==> config.mk <==
export PLATFORM = sky130hd
export DESIGN_NAME = wdt_event_timer
export DESIGN_NICKNAME = d
export VERILOG_FILES = /design/src/rtl/wdt_pkg.sv /design/src/rtl/wdt_prescaler.sv /design/src/rtl/wdt_event_gate.sv /design/src/rtl/wdt_regs.sv /design/src/rtl/wdt_counter.sv /design/src/rtl/wdt_event_timer.sv
export SDC_FILE = /design/constraint.sdc
export NUM_CORES = 1
export LEC_CHECK = 0
export ABC_AREA = 1
export BUFFER_PORTS_ARGS = -buffer_cell sky130_fd_sc_hd__buf_2
export CAP_MARGIN = 20
export CORE_MARGIN = 2
export CORE_UTILIZATION = 45
export CTS_BUF_LIST = sky130_fd_sc_hd__clkbuf_8 sky130_fd_sc_hd__clkbuf_16
export DETAILED_ROUTE_END_ITERATION = 6
export GPL_TIMING_DRIVEN = 0
export SETUP_SLACK_MARGIN = 0.15
export SYNTH_ARGS = -nofsm -noshare
export SYNTH_HDL_FRONTEND = slang
export SYNTH_SLANG_ARGS = --single-unit
==> constraint.sdc <==
create_clock -name clk -period 1.9 [get_ports clk]
set_input_delay 0.38 -clock clk [delete_from_list [all_inputs] [get_ports clk]]
set_output_delay 0.38 -clock clk [all_outputs]
set_load 0.005 [all_outputs]
==> src/rtl/wdt_pkg.sv <==
package wdt_pkg;

    typedef enum logic [1:0] {
        ADR_UNITS = 2'd0,
        ADR_VALUE = 2'd1,
        ADR_CTRL  = 2'd2,
        ADR_CFG   = 2'd3
    } wdt_addr_e;

    localparam int NUM_EVT  = 3;
    localparam int VAL_W    = 8;

    // Configuration register layout: kbd_en is bit 0, pol is bit 4
    typedef struct packed {
        logic pol;
        logic irq_en;
        logic joy_en;
        logic mouse_en;
        logic kbd_en;
    } wdt_cfg_t;

    typedef struct packed {
        logic             force_to;
        logic             value_wr;
        logic [VAL_W-1:0] value;
        logic             status_wr;
        logic             status_val;
    } wdt_cmd_t;

    function automatic wdt_cfg_t cfg_from_byte(input logic [7:0] b);
        wdt_cfg_t c;
        c.kbd_en   = b[0];
        c.mouse_en = b[1];
        c.joy_en   = b[2];
        c.irq_en   = b[3];
        c.pol      = b[4];
        return c;
    endfunction

    function automatic wdt_cmd_t decode_cmd(input logic we, input logic [1:0] a,
                                            input logic [7:0] d);
        wdt_cmd_t c;
        c.force_to   = we && (wdt_addr_e'(a) == ADR_CTRL) && d[2];
        c.value_wr   = we && (wdt_addr_e'(a) == ADR_VALUE);
        c.value      = d;
        c.status_wr  = we && (wdt_addr_e'(a) == ADR_CTRL);
        c.status_val = d[0];
        return c;
    endfunction

endpackage

==> src/rtl/wdt_prescaler.sv <==
module wdt_prescaler #(
    parameter int CLKS_PER_SEC = 32768,
    parameter int SEC_PER_MIN  = 60
) (
    input  logic clk,
    input  logic rst,
    input  logic restart,
    output logic sec_tick,
    output logic min_tick
);
    localparam int CNT_W = (CLKS_PER_SEC > 1) ? $clog2(CLKS_PER_SEC) : 1;
    localparam int SEC_W = (SEC_PER_MIN > 1) ? $clog2(SEC_PER_MIN) : 1;
    localparam logic [CNT_W-1:0] CNT_LAST = CNT_W'(CLKS_PER_SEC - 1);
    localparam logic [SEC_W-1:0] SEC_LAST = SEC_W'(SEC_PER_MIN - 1);

    logic [CNT_W-1:0] clk_cnt;
    logic [SEC_W-1:0] sec_cnt;

    assign sec_tick = (clk_cnt == CNT_LAST);
    assign min_tick = sec_tick && (sec_cnt == SEC_LAST);

    always_ff @(posedge clk) begin
        if (rst || restart) begin
            clk_cnt <= '0;
            sec_cnt <= '0;
        end else begin
            if (sec_tick) begin
                clk_cnt <= '0;
                if (sec_cnt == SEC_LAST) sec_cnt <= '0;
                else                     sec_cnt <= sec_cnt + 1'b1;
            end else begin
                clk_cnt <= clk_cnt + 1'b1;
            end
        end
    end
endmodule

==> src/rtl/wdt_event_gate.sv <==
module wdt_event_gate #(
    parameter int N = 3
) (
    input  logic [N-1:0] evt,
    input  logic [N-1:0] en,
    output logic         hit
);
    logic [N-1:0] masked;
    for (genvar i = 0; i < N; i++) begin : g_mask
        assign masked[i] = evt[i] & en[i];
    end
    assign hit = |masked;
endmodule

==> src/rtl/wdt_regs.sv <==
module wdt_regs
    import wdt_pkg::*;
(
    input  logic             clk,
    input  logic             rst,
    input  logic             wr_en,
    input  logic [1:0]       addr,
    input  logic [7:0]       wdata,
    input  logic             status,
    output logic [7:0]       rdata,
    output logic             units_min,
    output logic [VAL_W-1:0] value,
    output wdt_cfg_t         cfg,
    output wdt_cmd_t         cmd
);
    assign cmd = decode_cmd(wr_en, addr, wdata);

    always_ff @(posedge clk) begin
        if (rst) begin
            units_min <= 1'b0;
            value     <= '0;
            cfg       <= '0;
        end else if (wr_en) begin
            unique case (wdt_addr_e'(addr))
                ADR_UNITS: units_min <= wdata[7];
                ADR_VALUE: value     <= wdata;
                ADR_CFG:   cfg       <= cfg_from_byte(wdata);
                default:   ;
            endcase
        end
    end

    always_comb begin
        unique case (wdt_addr_e'(addr))
            ADR_UNITS: rdata = {units_min, 7'd0};
            ADR_VALUE: rdata = value;
            ADR_CTRL:  rdata = {7'd0, status};
            default:   rdata = {3'd0, cfg};
        endcase
    end
endmodule

==> src/rtl/wdt_counter.sv <==
module wdt_counter
    import wdt_pkg::*;
(
    input  logic             clk,
    input  logic             rst,
    input  logic             tick,
    input  logic             evt_hit,
    input  logic [VAL_W-1:0] value,
    input  wdt_cmd_t         cmd,
    output logic             restart,
    output logic [VAL_W-1:0] count,
    output logic             status
);
    logic evt_ok;
    logic expire;

    // Host writes and force take priority over an event in the same cycle
    assign evt_ok  = evt_hit && (value != '0) && !cmd.value_wr && !cmd.force_to;
    assign restart = cmd.force_to || cmd.value_wr || evt_ok;
    assign expire  = tick && (count == VAL_W'(1)) && !restart;

    always_ff @(posedge clk) begin
        if (rst) begin
            count  <= '0;
            status <= 1'b0;
        end else begin
            if (cmd.force_to)              count <= '0;
            else if (cmd.value_wr)         count <= cmd.value;
            else if (evt_ok)               count <= value;
            else if (tick && count != '0)  count <= count - 1'b1;

            if (cmd.force_to)              status <= 1'b1;
            else if (cmd.status_wr)        status <= cmd.status_val;
            else if (evt_ok)               status <= 1'b0;
            else if (expire)               status <= 1'b1;
        end
    end
endmodule

==> src/rtl/wdt_event_timer.sv <==
module wdt_event_timer
    import wdt_pkg::*;
#(
    parameter int CLKS_PER_SEC = 32768,
    parameter int SEC_PER_MIN  = 60
) (
    input  logic       clk,
    input  logic       rst,
    input  logic       wr_en,
    input  logic [1:0] addr,
    input  logic [7:0] wdata,
    output logic [7:0] rdata,
    input  logic       kbd_evt,
    input  logic       mouse_evt,
    input  logic       joy_evt,
    output logic       irq,
    output logic       wdo
);
    logic             units_min;
    logic [VAL_W-1:0] value_q;
    wdt_cfg_t         cfg_q;
    wdt_cmd_t         cmd;
    logic             status_q;
    logic [VAL_W-1:0] count_q;
    logic             restart;
    logic             sec_tick, min_tick, unit_tick;
    logic             evt_hit;

    wdt_regs u_regs (
        .clk(clk), .rst(rst), .wr_en(wr_en), .addr(addr), .wdata(wdata),
        .status(status_q), .rdata(rdata), .units_min(units_min),
        .value(value_q), .cfg(cfg_q), .cmd(cmd)
    );

    wdt_prescaler #(.CLKS_PER_SEC(CLKS_PER_SEC), .SEC_PER_MIN(SEC_PER_MIN)) u_pre (
        .clk(clk), .rst(rst), .restart(restart),
        .sec_tick(sec_tick), .min_tick(min_tick)
    );

    assign unit_tick = units_min ? min_tick : sec_tick;

    wdt_event_gate #(.N(NUM_EVT)) u_gate (
        .evt({joy_evt, mouse_evt, kbd_evt}),
        .en ({cfg_q.joy_en, cfg_q.mouse_en, cfg_q.kbd_en}),
        .hit(evt_hit)
    );

    wdt_counter u_cnt (
        .clk(clk), .rst(rst), .tick(unit_tick), .evt_hit(evt_hit),
        .value(value_q), .cmd(cmd), .restart(restart),
        .count(count_q), .status(status_q)
    );

    assign irq = status_q & cfg_q.irq_en;
    assign wdo = cfg_q.pol ? status_q : ~status_q;
endmodule

==> flow_metrics.py <==
metrics = {
    "run_status": {
        "status": "finished clean",
    },
    "grt": {
        "number_of_antenna_violations_at_the_first_check_in_global_routing": 0,
        "grt_usage_pct": 19.2,
        "first_global_vias": 2110,
        "grt_pass1_wl_mm": 9.16,
        "grt_start_max_net_pins": 14,
        "grt-ovfl-total": 0,
    },
    "timing": {
        "whs_ps": 351,
        "max_clock_freq_mhz": 607,
        "worst_clk_skew_ps": 7.82,
        "timing.final.crit_period_ps": 1650,
        "hold_violations": 0,
        "period_share_pct": 86.8,
        "final-max-slew-violation-count": 0,
        "setup_viol_count_final": 0,
        "max_slew.worst_pin.slew_ps": 485,
        "relSlewSlack_pct": 67.6,
        "setup_slack_ps": 252,
        "setup_repair_after_global_routing_missed_its_margin": "false",
    },
    "routing": {
        "dr.pass1.iters": 4,
        "postRouteWirelength_mm": 5.56,
        "via_per_inst": 4.92,
        "detailroute.via_count": 2294,
        "drtAntennaViolNets": 0,
        "detail_route.iter0.violations": 67,
        "detail_route.drc_violations": 0,
        "post_drt_wl_per_cell_um": 11.9,
    },
    "die": {
        "initial_core_util_pct": 46.8,
        "fp.dieW_um": 76.9,
        "total_die_area_mm2": 0.00591,
        "i_o_pin_cnt": 26,
        "rows": 26,
        "die_y_um": 76.9,
        "core_mm2": 0.00511,
    },
    "placement": {
        "preCtsSetupSlack_ps": -130,
        "place.gp.congestion": 0.827,
        "hpwl_mm": 4.02,
        "place.detailed.instances": 446,
        "detailed_place.area_mm2": 0.00260,
        "port_buffers": 24,
    },
    "layout": {
        "layout.cells.most_common": "sky130_fd_sc_hd__nand2_1",
        "layout.cells.most_common_list": "66 x sky130_fd_sc_hd__nand2_1, 48 x sky130_fd_sc_hd__inv_1, 43 x sky130_fd_sc_hd__nor2_1",
        "post_layout_nonfiller_instances": 466,
        "area_growth_pct": 20.6,
        "diodes": 0,
        "final_layout_size_suffix_gt1_share_pct": 21.7,
        "fin_area_mm2": 0.00288,
        "design.final.nets": 416,
    },
    "logic_synthesis": {
        "synth.largest_area_cell": "sky130_fd_sc_hd__dfxtp_1",
        "yosysSeqAreaShare_pct": 36.9,
        "yosys.cell_types.count": 35,
        "syn_nets": 373,
        "synth_largest_type_area_fraction_pct": 36.9,
        "async_reset_ff_share_pct": 0,
        "yosys_register_bits": 44,
        "synthesis.instances": 352,
        "synthTopCellsByArea": "sky130_fd_sc_hd__dfxtp_1 37%, sky130_fd_sc_hd__nand2_1 11%, sky130_fd_sc_hd__nand3_1 7.8%, sky130_fd_sc_hd__inv_1 7.5%, sky130_fd_sc_hd__nor2_1 7.2%",
        "netlist_area_mm2": 0.00239,
        "synth_warnings": 0,
        "synth-edff-count": 0,
        "syn_avg_cell_area_um2": 6.79,
        "synthFlopType": "sky130_fd_sc_hd__dfxtp_1",
    },
    "critical_path": {
        "cp_data_arrival_time_ps": 1870,
        "cpLargestDelayFamily": "simple AND/OR/NAND/NOR gates",
        "critical_path.cell_chain": "ha_4 -> nand2_2 -> nor2_4 -> nand2_4 -> nor2_4 -> buf_6 -> buf_4 -> nand2_2 -> o21ai_1 -> inv_1 -> nor3_2",
        "setup.worst_path.end_class": "flip-flop",
        "start_kind": "flip-flop",
        "timing.critical_path.slowest_stage_cell": "sky130_fd_sc_hd__dfxtp_2",
        "max_stage_delay_ps": 360,
        "setup.worst_path.start": "u_pre.clk_cnt[0]",
        "worstSetupPathType": "flip-flop to flip-flop",
        "timing.reg2reg.setup_slack_ps": 250,
        "critical_path_required_ps": 2130,
        "combined_buffer_and_inverter_count_along_the_critical_path": 3,
        "worstReg2RegStart": "u_pre.clk_cnt[0]",
        "critical_path_peak_fanout": 5,
    },
    "clock_tree": {
        "hold_buffers": 0,
        "clk_path_buf_depth": 2,
        "clk_latency_ps": 290,
        "cts_buffers": 5,
        "tritoncts_num_sinks": 44,
        "root_buffer": "sky130_fd_sc_hd__clkbuf_8",
        "cts.reportedPaths.clkPinSlew_ps": 90,
        "h-tree-depth": 2,
        "clock_tree_from_tritoncts": "built",
    },
    "run": {
        "timing.max_cap.violations": 0,
    },
    "power": {
        "powerDensity_mw_per_mm2": 718,
        "leakage_nw": 1.26,
        "post-layout-total-power_w": 0.00207,
        "vdd_ir_drop_max_v": 0.000435,
    },
    "worst_hold_path": {
        "hold_path_class": "primary input to flip-flop",
        "hp-start": "wdata[6]",
    },
}
-- final timing paths --
path | endpoint | depth (start not counted)
setup / recovery | u_pre.sec_cnt[5] | 11
hold / removal | u_regs.value[6] | 3
setup reg to reg | u_pre.sec_cnt[5] | 11
hold reg to reg | u_regs.cfg[3] | 2
-- synthesized netlist by cell type, types with 2 or more instances --
master / n
sky130_fd_sc_hd__nand2_4: 2
sky130_fd_sc_hd__dfxtp_1: 44
sky130_fd_sc_hd__a21oi_2: 3
sky130_fd_sc_hd__a21oi_1: 20
sky130_fd_sc_hd__nor3_2: 2
sky130_fd_sc_hd__inv_2: 2
sky130_fd_sc_hd__xnor2_1: 3
sky130_fd_sc_hd__a31oi_1: 3
sky130_fd_sc_hd__nor2_4: 2
sky130_fd_sc_hd__nor3_1: 9
sky130_fd_sc_hd__o22ai_1: 2
sky130_fd_sc_hd__ha_1: 5
sky130_fd_sc_hd__xor2_1: 4
sky130_fd_sc_hd__or2_2: 5
sky130_fd_sc_hd__nand4_1: 8
sky130_fd_sc_hd__buf_2: 3
sky130_fd_sc_hd__o21ai_0: 18
sky130_fd_sc_hd__nand2_1: 70
sky130_fd_sc_hd__nand2_2: 3
sky130_fd_sc_hd__inv_1: 48
sky130_fd_sc_hd__nand3_1: 37
sky130_fd_sc_hd__nor2_1: 46
-- sequential cells by signal, summed over array words and instances (netlist names) --
name	count
u_cnt.count	8
u_cnt.status	1
u_pre.clk_cnt	15
u_pre.sec_cnt	6
u_regs.cfg	5
u_regs.units_min	1
u_regs.value	8
-- kinds of logic (layout without fill, tap and decap cells) --
logic type | Yosys count | count (layout) | share of synthesized area (%)
AOI/OAI and AO/OA | 49 | 49 | 11.4
and+or+nand+nor | 189 | 189 | 36.9
xor gates and xnor gates | 7 | 7 | 2.57
buffers and inverters | 58 | 102 | 9.69
adders and majority gates | 5 | 5 | 2.62
DFF | 44 | 44 | 36.9
-- worst min-delay path, cell delays in order --
cell	delay (ps)
sky130_fd_sc_hd__buf_2	90
sky130_fd_sc_hd__nand2_1	70
sky130_fd_sc_hd__a21oi_1	60
-- routing by layer --
layer	global-route usage (%)	vias to the layer above	routed length, µm
li1	-	1221	-
met1	22.7	1043	2540
met2	34.4	21	2800
met3	3.29	9	124
met4	7.64	0	93
met5	0	-	0
-- metrics by stage --
stage / util (%) / TNS [ps]
2_1_floorplan: - / 0
3_3_place_gp: 50.8 / -892
3_5_place_dp: 50.8 / -734
4_1_cts: 54.3 / 0
5_1_grt: 56.4 / 0
6_report: 56.4 / 0
-- final cells by class --
type,count,area (µm²)
fill,547,2230
multi-input combinational,250,1350
sequential,44,886
timing repair buffer,36,214
inverter,52,198
tap,70,87.6
clock buffer,5,68.8
clock inverter,3,38.8
buffer,6,33.8
-- timing repair --
item | in CTS | in global routing
buffers inserted | 7 | 5
setup endpoints to repair | 23 | 22
hold endpoints to repair | 0 | 0
pin swaps | 3 | 5
gates resized for setup | 5 | 22
-- where the power goes --
group	switching (W)	total, W	internal [W]
clock network	0.000320	0.000705	0.000385
logic	0.000231	0.000377	0.000146
registers	0.0000288	0.000987	0.000958
No activity file was read; power rests on OpenSTA's default activity.
